### src/rtl/pwm_pkg.sv
package pwm_pkg;
  localparam int BYTE_W = 8;
  localparam int CNT_W  = 2 * BYTE_W;
  localparam int ADDR_W = 3;

  typedef enum logic [ADDR_W-1:0] {
    ADDR_CTRL   = 3'd0,
    ADDR_MOD_LO = 3'd1,
    ADDR_MOD_HI = 3'd2,
    ADDR_VAL_LO = 3'd3,
    ADDR_VAL_HI = 3'd4
  } addr_e;
endpackage

### src/rtl/pwm_regs.sv
module pwm_regs
  import pwm_pkg::*;
(
  input  logic              clk,
  input  logic              rst_n,
  input  logic              wr_en,
  input  logic [ADDR_W-1:0] wr_addr,
  input  logic [BYTE_W-1:0] wr_data,
  input  logic              load,
  output logic              mode,
  output logic              pol,
  output logic [CNT_W-1:0]  mod_val,
  output logic [CNT_W-1:0]  cmp_val,
  output logic              pend_lo,
  output logic              pend_hi
);
  logic              mode_d, pol_d, plo_d, phi_d;
  logic [CNT_W-1:0]  mod_d, cmp_d, stg_q, stg_d;

  always_comb begin
    mode_d = mode;
    pol_d  = pol;
    mod_d  = mod_val;
    stg_d  = stg_q;
    cmp_d  = load ? stg_q : cmp_val;
    plo_d  = load ? 1'b0 : pend_lo;
    phi_d  = load ? 1'b0 : pend_hi;
    if (wr_en) begin
      case (addr_e'(wr_addr))
        ADDR_CTRL:   begin mode_d = wr_data[0]; pol_d = wr_data[1]; end
        ADDR_MOD_LO: mod_d[BYTE_W-1:0]     = wr_data;
        ADDR_MOD_HI: mod_d[CNT_W-1:BYTE_W] = wr_data;
        ADDR_VAL_LO: begin stg_d[BYTE_W-1:0]     = wr_data; plo_d = 1'b1; end
        ADDR_VAL_HI: begin stg_d[CNT_W-1:BYTE_W] = wr_data; phi_d = 1'b1; end
        default: ;
      endcase
    end
  end

  always_ff @(posedge clk or negedge rst_n) begin
    if (!rst_n) begin
      mode    <= 1'b0;
      pol     <= 1'b0;
      mod_val <= '0;
      stg_q   <= '0;
      cmp_val <= '0;
      pend_lo <= 1'b0;
      pend_hi <= 1'b0;
    end else begin
      mode    <= mode_d;
      pol     <= pol_d;
      mod_val <= mod_d;
      stg_q   <= stg_d;
      cmp_val <= cmp_d;
      pend_lo <= plo_d;
      pend_hi <= phi_d;
    end
  end
endmodule

### src/rtl/pwm_counter.sv
module pwm_counter
  import pwm_pkg::*;
(
  input  logic             clk,
  input  logic             rst_n,
  input  logic             mode,
  input  logic [CNT_W-1:0] mod_val,
  output logic [CNT_W-1:0] cnt,
  output logic             cnt_up,
  output logic             reload
);
  logic [CNT_W-1:0] cnt_d;
  logic             up_d;
  logic             at_mod, at_zero;

  assign at_mod  = (cnt == mod_val);
  assign at_zero = (cnt == '0);
  assign reload  = mode ? (cnt_up && at_mod) : at_zero;

  always_comb begin
    cnt_d = cnt + CNT_W'(1);
    up_d  = 1'b1;
    if (!mode) begin
      if (at_mod && (mod_val != '0)) cnt_d = '0;
    end else if (cnt_up) begin
      if (at_mod) begin
        up_d  = 1'b0;
        cnt_d = cnt - CNT_W'(1);
      end
    end else begin
      if (at_zero) begin
        up_d = 1'b1;
      end else begin
        up_d  = 1'b0;
        cnt_d = cnt - CNT_W'(1);
      end
    end
  end

  always_ff @(posedge clk or negedge rst_n) begin
    if (!rst_n) begin
      cnt    <= '0;
      cnt_up <= 1'b1;
    end else begin
      cnt    <= cnt_d;
      cnt_up <= up_d;
    end
  end
endmodule

### src/rtl/pwm_outlogic.sv
module pwm_outlogic
  import pwm_pkg::*;
(
  input  logic             clk,
  input  logic             rst_n,
  input  logic             mode,
  input  logic             pol,
  input  logic [CNT_W-1:0] cnt,
  input  logic             cnt_up,
  input  logic [CNT_W-1:0] mod_val,
  input  logic [CNT_W-1:0] cmp_val,
  output logic             pwm_out
);
  logic level_q, level_d;
  logic hit;

  assign hit = (cnt == cmp_val);

  always_comb begin
    level_d = level_q;
    if (!mode) begin
      if (hit)               level_d = 1'b0;
      else if (cnt == '0)    level_d = 1'b1;
    end else begin
      if ((cmp_val == '0) || cmp_val[CNT_W-1]) level_d = 1'b0;
      else if (cmp_val > mod_val)              level_d = 1'b1;
      else if (hit)                            level_d = !cnt_up;
    end
  end

  always_ff @(posedge clk or negedge rst_n) begin
    if (!rst_n) level_q <= 1'b0;
    else        level_q <= level_d;
  end

  assign pwm_out = level_q ^ pol;
endmodule

### src/rtl/pwm_timer_chan.sv
module pwm_timer_chan
  import pwm_pkg::*;
(
  input  logic              clk,
  input  logic              rst_n,
  input  logic              wr_en,
  input  logic [ADDR_W-1:0] wr_addr,
  input  logic [BYTE_W-1:0] wr_data,
  output logic              pwm_out
);
  logic             rst_m, rst_s;
  logic             mode, pol, pend_lo, pend_hi, cnt_up, reload, load;
  logic [CNT_W-1:0] mod_val, cmp_val, cnt;

  always_ff @(posedge clk or negedge rst_n) begin
    if (!rst_n) begin
      rst_m <= 1'b0;
      rst_s <= 1'b0;
    end else begin
      rst_m <= 1'b1;
      rst_s <= rst_m;
    end
  end

  assign load = reload && pend_lo && pend_hi;

  pwm_regs u_regs (
    .clk(clk), .rst_n(rst_s), .wr_en(wr_en), .wr_addr(wr_addr),
    .wr_data(wr_data), .load(load), .mode(mode), .pol(pol),
    .mod_val(mod_val), .cmp_val(cmp_val), .pend_lo(pend_lo), .pend_hi(pend_hi)
  );

  pwm_counter u_cnt (
    .clk(clk), .rst_n(rst_s), .mode(mode), .mod_val(mod_val),
    .cnt(cnt), .cnt_up(cnt_up), .reload(reload)
  );

  pwm_outlogic u_out (
    .clk(clk), .rst_n(rst_s), .mode(mode), .pol(pol), .cnt(cnt),
    .cnt_up(cnt_up), .mod_val(mod_val), .cmp_val(cmp_val), .pwm_out(pwm_out)
  );
endmodule

### config.mk
export PLATFORM = sky130hd
export DESIGN_NAME = pwm_timer_chan
export DESIGN_NICKNAME = d
export VERILOG_FILES = /design/src/rtl/pwm_pkg.sv /design/src/rtl/pwm_regs.sv /design/src/rtl/pwm_counter.sv /design/src/rtl/pwm_outlogic.sv /design/src/rtl/pwm_timer_chan.sv
export SDC_FILE = /design/constraint.sdc
export NUM_CORES = 1
export LEC_CHECK = 0
export ABC_CLOCK_PERIOD_IN_PS = 2800
export BUFFER_PORTS_ARGS = -buffer_cell sky130_fd_sc_hd__buf_2
export CORE_AREA = 10 10 98 135
export DETAILED_ROUTE_END_ITERATION = 12
export DIE_AREA = 0 0 108 145
export SLEW_MARGIN = 20
export SYNTH_ARGS = -nofsm -noshare
export SYNTH_HDL_FRONTEND = slang
export SYNTH_SLANG_ARGS = --single-unit
### constraint.sdc
create_clock -name clk -period 2.8 [get_ports clk]
set_input_delay 0.14 -clock clk [delete_from_list [all_inputs] [get_ports clk]]
set_output_delay 0.14 -clock clk [all_outputs]
set_load 0.01 [all_outputs]
==> results of run 1 <==
layout by cell type, fill, tap and decap left out, types with 3 or more instances in the layout:
master / n
nand4_1: 14
a31oi_1: 6
and3_1: 5
or4_4: 3
a21oi_1: 10
o21ai_0: 19
nand2b_1: 12
bufinv_16: 3
mux2i_1: 12
nor2_1: 11
mux2_2: 35
buf_4: 25
ha_1: 19
nand2_1: 39
a21o_1: 8
nor4_1: 10
dfrtp_1: 70
nor3_1: 12
nand3_1: 7
buf_2: 14
inv_1: 22
nand3b_1: 3
a32oi_1: 3
clkbuf_16: 9
xnor2_1: 32
flip-flops by register name, summed over array words and instances (netlist names), 16 cells and up:
register and cells:
u_cnt.cnt 16, u_regs.cmp_val 16, u_regs.mod_val 16, u_regs.stg_q 16
path summary, 6_finish.rpt:
kind | from | to | slack [ps] | cells after the start
worst max-delay path | u_cnt.cnt[0]$_DFF_PN0_ | u_cnt.cnt[3]$_DFF_PN0_ | 190 | 9
min in group asynchronous | rst_n | rst_s$_DFF_PN0_ | 110 | 2
max in group asynchronous | rst_s$_DFF_PN0_ | u_cnt.cnt_up$_DFF_PN1_ | 2100 | 1
worst min register to register | rst_s$_DFF_PN0_ | u_regs.mod_val[4]$_DFFE_PN0P_ | 290 | 1
worst min-delay path | wr_data[3] | u_regs.mod_val[11]$_DFFE_PN0P_ | 50 | 3
worst max register to register | u_cnt.cnt[0]$_DFF_PN0_ | u_cnt.cnt[3]$_DFF_PN0_ | 190 | 9
cell type report:
type,instances,area [sq um],area share
multi-input combinational,296,2210,0.449
sequential,72,1800,0.367
timing repair buffer,41,288,0.0585
clock buffer,10,239,0.0486
tap,141,176,0.0359
clock inverter,6,115,0.0234
inverter,23,88.8,0.0181
cells by family (layout without fill, tap and decap cells):
logic type                 after synthesis  after routing  synth area share
other                                    1              1          0.000890
adders and majority gates               19             19            0.0564
buffers and inverters                   47             80            0.0508
and+or+nand+nor                        131            131             0.168
DFF                                     72             72             0.428
xor gates and xnor gates                33             33            0.0686
AOI/OAI and AO/OA                       65             65             0.106
muxes                                   47             47             0.122
Yosys cell counts, types with 2 or more instances:
cell / instances / area (sq um)
a211oi_1: 2 / 15.0
a21o_1: 8 / 60.1
a21oi_1: 10 / 50.1
a221oi_1: 2 / 17.5
a31oi_1: 6 / 37.5
a32oi_1: 3 / 26.3
and2_1: 2 / 12.5
and3_1: 5 / 31.3
and4_1: 2 / 17.5
buf_2: 6 / 30.0
buf_4: 2 / 15.0
buf_6: 3 / 33.8
clkbuf_1: 12 / 45.0
dfrtp_1: 71 / 1780
ha_1: 19 / 238
inv_1: 22 / 82.6
mux2_2: 35 / 394
mux2i_1: 12 / 120
nand2_1: 39 / 146
nand2b_1: 12 / 75.1
nand3_1: 7 / 35.0
nand3b_1: 3 / 22.5
nand4_1: 14 / 87.6
nor2_1: 11 / 41.3
nor2b_1: 2 / 12.5
nor3_1: 12 / 60.1
nor3b_1: 2 / 15.0
nor4_1: 10 / 62.6
nor4b_1: 2 / 17.5
o21a_1: 2 / 15.0
o21ai_0: 19 / 95.1
o31ai_1: 2 / 15.0
or4_4: 3 / 33.8
xnor2_1: 32 / 280
power groups by stage:
stage / registers [W] / clock network (W) / logic (W)
after floorplan: 0.00127 / 0 / 0.000425
after detailed placement: 0.00132 / 0 / 0.000561
after CTS: 0.00130 / 0.00138 / 0.000566
after global routing: 0.00131 / 0.00142 / 0.000637
final: 0.00130 / 0.00135 / 0.000566
after global placement: 0.00131 / 0 / 0.000543
stage by stage:
step	hold WS [ps]	instance area, sq um	setup slack, ps	power [W]
finish	50.3	4920	187	0.00322
global route	87.1	4920	31.7	0.00337
CTS	47.8	4900	104	0.00324
detailed placement	-73.5	4540	128	0.00188
global placement	-75.8	4540	172	0.00186
floorplan	-156	4210	192	0.00170
worst max-delay path, delay by kind of cell, from the launching register on:
family / cells / cell delay, ps
simple gates: 3 / 1000
fa+ha+maj: 1 / 160
compound gates: 1 / 280
buf+inv: 2 / 240
mux: 2 / 460
flops: 1 / 380
what timing repair did:
item	in CTS	in global routing
hold buffers	1	0
resized for setup	0	2
hold endpoints to repair	2	0
setup endpoints to repair	0	6
layer usage:
| layer | up-vias | part of all wire | global-route usage |
|---|---|---|---|
| met4 | 0 | 0.022 | 0.0563 |
| met1 | 1592 | 0.41 | 0.152 |
| met3 | 17 | 0.025 | 0.0239 |
| met2 | 51 | 0.54 | 0.237 |
| li1 | 1535 | - | - |
| met5 | - | 0 | 0 |
==> Flow_metrics.wiki, run 1 <==
{| class="wikitable"
! Metric !! Value
|-
| Sequential fraction of the synthesis area || 0.428
|-
| Die H || 145 microns
|-
| Flops & latches, synth || 72
|-
| Final setup violation count || 0
|-
| Number of design-rule violations left by the first detailed-router iteration || 172
|-
| Clock power share || 0.421
|-
| Post-layout util || 0.457
|-
| All-layer global routing usage || 0.134
|-
| Proportion of register bits with asynchronous set or reset after synthesis || 1.00
|-
| Net switching power figure || 0.000870 W
|-
| Final cycle utilization of the critical path || 0.933
|-
| Master cell of the clock root buffer || clkbuf_16
|-
| Setup TNS after final layout || 0 ps
|-
| Type of element launching the critical path || flip-flop
|-
| DR vias || 3195
|-
| Number of hold-slack violations in the final timing report || 0
|-
| Final critical path time including I/O delays and setup || 2610 ps
|-
| Total global routing overflow || 0
|-
| Initial core utilization || 0.392
|-
| Reported max-cap violation count || 0
|-
| Sum of net half-perimeters after detailed placement || 7780 microns
|-
| Maximum number of pins on one net before global-route repair || 40
|-
| Synthesis warning total || 0
|-
| Commonest register cell after synthesis || dfrtp_1
|-
| Switching share of power || 0.270
|-
| Number of design rule violations left after detail routing || 0
|-
| Number of different library cells in the post-synthesis netlist || 55
|-
| RSZ-0062 raised after global routing || false
|-
| Worst IR Drop VDD || 0.418 mV
|-
| Proportion of power drawn by flip-flops and latches || 0.403
|-
| Power density relative to cell area || 654 nW/um^2
|-
| Class of the most critical hold timing path || in -> reg
|-
| Arrival time at the worst endpoint || 2870 ps
|-
| Per-instance average area after synthesis || 10.2 sq um
|-
| Maximum single-stage delay on the critical path || 460 ps
|-
| TritonCTS clock tree || yes
|-
| Part of the power in combinational logic || 0.176
|-
| Number of buffers between clock root and the deepest sink || 2
|-
| Number of placed I/O pins || 15
|-
| H-tree Lvls || 3
|-
| Clock Sink Count || 72
|-
| Number of buffer cells added on primary ports || 14
|-
| Die area || 15700 sq um
|-
| Drt first pass iters || 4
|-
| Clock network latency to the later pin of the worst-skew pair || 340 ps
|-
| Via count of the first global-routing pass || 3290
|-
| Start-to-end type of the worst setup path || reg -> reg
|-
| Number of synthesized flops with an enable pin || 0
|-
| Final RePlAce weighted congestion || 0.922
|-
| Detailed-route wire length per cell || 17.3 microns
|-
| Number of max-slew violations in the final report || 0
|-
| Global-route wire length before repair || 16700 microns
|-
| Net Count, Synth || 448
|-
| Growth of design area from synthesis to finish || 16.8%
|-
| Num rows || 45
|-
| Max-Slew Margin vs Limit || 0.638
|-
| FMAX || 383 MHz
|-
| Clk pin slew, worst setup/hold paths || 60 ps
|-
| Area of the core || 10800 sq um
|-
| Clock Skews || 6.31 ps
|-
| Die Width || 108 microns
|-
| Run status || complete, no violations
|-
| Number of fill cells in the layout || 1000
|-
| Leak Pwr || 2.18 nW
|-
| Ant diodes || 0
|-
| Critical Path RT || 3060 ps
|-
| Library cell contributing the largest single delay on the critical path || or4_4
|-
| Dominant cell type by count on the critical path || mux2i_1
|-
| Antenna violations before repair || 0
|-
| Ratio of cells with drive above 1 in the final layout || 0.230
|-
| Critical Path, Cell by Cell || inv_1 > ha_1 > or3b_2 > or4_4 > o21ai_4 > nor2_2 > inv_4 > mux2i_1 > mux2i_1
|-
| Buffers inserted by post-CTS timing repair || 0
|-
| Area of the mapped netlist || 4210 sq um
|-
| Total Nets Final || 476
|-
| Post-Syn Instances || 415
|-
| Clock buffer count from CTS || 9
|-
| P_int || 0.00235 W
|-
| CP max FO || 11
|-
| Category of the worst setup path capture point || flip-flop
|-
| Post-DRT Antenna Nets || 0
|-
| Routed wire length || 10200 microns
|-
| Pin slew with the least headroom to its limit || 536 ps
|-
| Number of vias per cell after detailed routing || 5.42
|-
| DP Cell Count || 572
|-
| Number of cells in the finished layout apart from fillers || 589
|}
Note: power is estimated with default switching activity, not from simulation.
==> run 2: changes to the inputs <==
--- a/config.mk
+++ b/config.mk
@@ -7,10 +7,10 @@
 export LEC_CHECK = 0
 export ABC_CLOCK_PERIOD_IN_PS = 2800
 export BUFFER_PORTS_ARGS = -buffer_cell sky130_fd_sc_hd__buf_2
-export CORE_AREA = 10 10 98 135
+export CORE_AREA = 10 10 114 116
 export DETAILED_ROUTE_END_ITERATION = 12
-export DIE_AREA = 0 0 108 145
-export SLEW_MARGIN = 20
+export DIE_AREA = 0 0 124 126
+export SLEW_MARGIN = 0
 export SYNTH_ARGS = -nofsm -noshare
 export SYNTH_HDL_FRONTEND = slang
 export SYNTH_SLANG_ARGS = --single-unit
==> Flow_metrics.wiki, run 2 (same netlist as run 1, synthesis figures left out) <==
{| class="wikitable"
! Metric !! Value
|-
| Post-DRT Antenna Nets || 0 (unchanged)
|-
| Master cell of the clock root buffer || clkbuf_8 (was clkbuf_16)
|-
| Final cycle utilization of the critical path || 0.936 (was 0.933)
|-
| Number of max-slew violations in the final report || 0 (unchanged)
|-
| Initial core utilization || 0.394 (was 0.392)
|-
| Start-to-end type of the worst setup path || reg -> reg (unchanged)
|-
| Die H || 126 microns (was 145 microns)
|-
| Final RePlAce weighted congestion || 0.924 (was 0.922)
|-
| Clock buffer count from CTS || 9 (unchanged)
|-
| Area of the core || 10700 sq um (was 10800 sq um)
|-
| CP max FO || 11 (unchanged)
|-
| Class of the most critical hold timing path || in -> reg (unchanged)
|-
| Ratio of cells with drive above 1 in the final layout || 0.232 (was 0.230)
|-
| Number of design rule violations left after detail routing || 0 (unchanged)
|-
| Total area of multi-input combinational cells || 2200 sq um (was 2210 sq um)
|-
| Max-Slew Margin vs Limit || 0.624 (was 0.638)
|-
| Number of placed I/O pins || 15 (unchanged)
|-
| Buffers inserted by post-CTS timing repair || 0 (unchanged)
|-
| Maximum number of pins on one net before global-route repair || 36 (was 40)
|-
| Number of fill cells in the layout || 1015 (was 1000)
|-
| Pin slew with the least headroom to its limit || 563 ps (was 536 ps)
|-
| Die area || 15600 sq um (was 15700 sq um)
|-
| FMAX || 382 MHz (was 383 MHz)
|-
| Final critical path time including I/O delays and setup || 2620 ps (was 2610 ps)
|-
| Clock Sink Count || 72 (unchanged)
|-
| TritonCTS clock tree || yes (unchanged)
|-
| Worst IR Drop VDD || 0.338 mV (was 0.418 mV)
|-
| Via count of the first global-routing pass || 3379 (was 3290)
|-
| Number of vias per cell after detailed routing || 5.52 (was 5.42)
|-
| Setup TNS after final layout || 0 ps (unchanged)
|-
| Leak Pwr || 2.12 nW (was 2.18 nW)
|-
| Routed wire length || 10300 microns (was 10200 microns)
|-
| Number of buffers between clock root and the deepest sink || 2 (unchanged)
|-
| H-tree Lvls || 3 (unchanged)
|-
| Clock Skews || 8.84 ps (was 6.31 ps)
|-
| Global-route wire length before repair || 17300 microns (was 16700 microns)
|-
| Number of design-rule violations left by the first detailed-router iteration || 236 (was 172)
|-
| Most common cell after layout, fill and taps aside || dfrtp_1 (unchanged)
|-
| Antenna violations before repair || 0 (unchanged)
|-
| Type of element launching the critical path || flip-flop (unchanged)
|-
| Total global routing overflow || 0 (unchanged)
|-
| Category of the worst setup path capture point || flip-flop (unchanged)
|-
| Post-layout util || 0.447 (was 0.457)
|-
| Clock network latency to the later pin of the worst-skew pair || 360 ps (was 340 ps)
|-
| All-layer global routing usage || 0.138 (was 0.134)
|-
| DR vias || 3249 (was 3195)
|-
| Critical Path RT || 3080 ps (was 3060 ps)
|-
| Number of buffer cells added on primary ports || 14 (unchanged)
|-
| Clk pin slew, worst setup/hold paths || 80 ps (was 60 ps)
|-
| Run status || complete, no violations (unchanged)
|-
| Number of hold-slack violations in the final timing report || 0 (unchanged)
|-
| Die Width || 124 microns (was 108 microns)
|-
| Drt first pass iters || 6 (was 4)
|-
| RSZ-0062 raised after global routing || false (unchanged)
|-
| Total Nets Final || 477 (was 476)
|-
| Detailed-route wire length per cell || 17.4 microns (was 17.3 microns)
|-
| R2R Setup Slk || 180 ps (was 190 ps)
|-
| Final setup violation count || 0 (unchanged)
|-
| Ant diodes || 0 (unchanged)
|-
| Reported max-cap violation count || 0 (unchanged)
|-
| Arrival time at the worst endpoint || 2900 ps (was 2870 ps)
|-
| Num rows || 38 (was 45)
|-
| FF+latch area || 1800 sq um (unchanged)
|-
| Highest-count cells in the layout ignoring fill and taps || 70 x dfrtp_1, 39 x nand2_1, 35 x mux2_2 (unchanged)
|-
| Sum of net half-perimeters after detailed placement || 7740 microns (was 7780 microns)
|-
| Power density relative to cell area || 588 nW/um^2 (was 654 nW/um^2)
|-
| Growth of design area from synthesis to finish || 13.6% (was 16.8%)
|}
==> run 2: cell types whose count changed in the layout (fill, tap and decap cells not counted), sizes merged <==
cell,previous run,this run
clkinv,1,3
buf,40,41
bufinv,3,2
clkinvlp,1,0
==> run 2: power breakdown <==
group          leakage (nW)  internal (W)  switching [W]
clock network         0.117      0.000531       0.000419
logic                  1.11      0.000269       0.000293
registers             0.894       0.00118       0.000126
total                  2.12       0.00198       0.000838
==> run 2: cell type report <==
type	count	area share
multi-input combinational	296	0.459
tap	140	0.0366
clock inverter	6	0.0191
sequential	72	0.377
timing repair buffer	42	0.0617
inverter	23	0.0180
clock buffer	10	0.0288
==> run 2: worst paths after layout <==
kind                                   startpoint                             to  cells after the start
max                        u_cnt.cnt[7]$_DFF_PN0_        u_cnt.cnt[11]$_DFF_PN0_                      7
min                                    wr_data[4]  u_regs.mod_val[4]$_DFFE_PN0P_                      3
max reg2reg                u_cnt.cnt[7]$_DFF_PN0_        u_cnt.cnt[11]$_DFF_PN0_                      7
min reg2reg                       rst_s$_DFF_PN0_    u_regs.stg_q[3]$_DFFE_PN0P_                      1
max in group asynchronous         rst_s$_DFF_PN0_         u_cnt.cnt_up$_DFF_PN1_                      1
min in group asynchronous                   rst_n                rst_s$_DFF_PN0_                      2
==> run 2: worst max-delay path, stage by stage (launching register included) <==
cell and delay (ps):
dfrtp_1 390, or4_4 570, or4_4 580, o21ai_4 260, nor2_2 80, inv_2 220
mux2i_1 250, mux2i_1 200
==> run 2: timing repair <==
action	in CTS	in global routing
hold endpoints to repair	2	0
endpoints found under the setup margin	0	0
resized for setup	0	0
hold buffers	1	0
==> run 2: metrics by stage <==
step           std cells  hold slack (ps)  total power (W)  worst slack, ps  area [sq um]
2_1_floorplan        415             -156          0.00170              192          4210
3_3_place_gp         572            -76.3          0.00186              271          4550
3_5_place_dp         572            -74.4          0.00188              206          4550
4_1_cts              589             22.8          0.00284              187          4790
5_1_grt              589             40.4          0.00297             67.4          4790
6_report             589             37.4          0.00281              179          4790
==> run 2: routing by layer <==
metal | vias up | track usage | wire length (microns)
met4 | 0 | 0.0454 | 168
met3 | 21 | 0.0313 | 568
met1 | 1591 | 0.177 | 4530
met5 | - | 0 | 0
met2 | 97 | 0.225 | 5010
li1 | 1540 | - | -
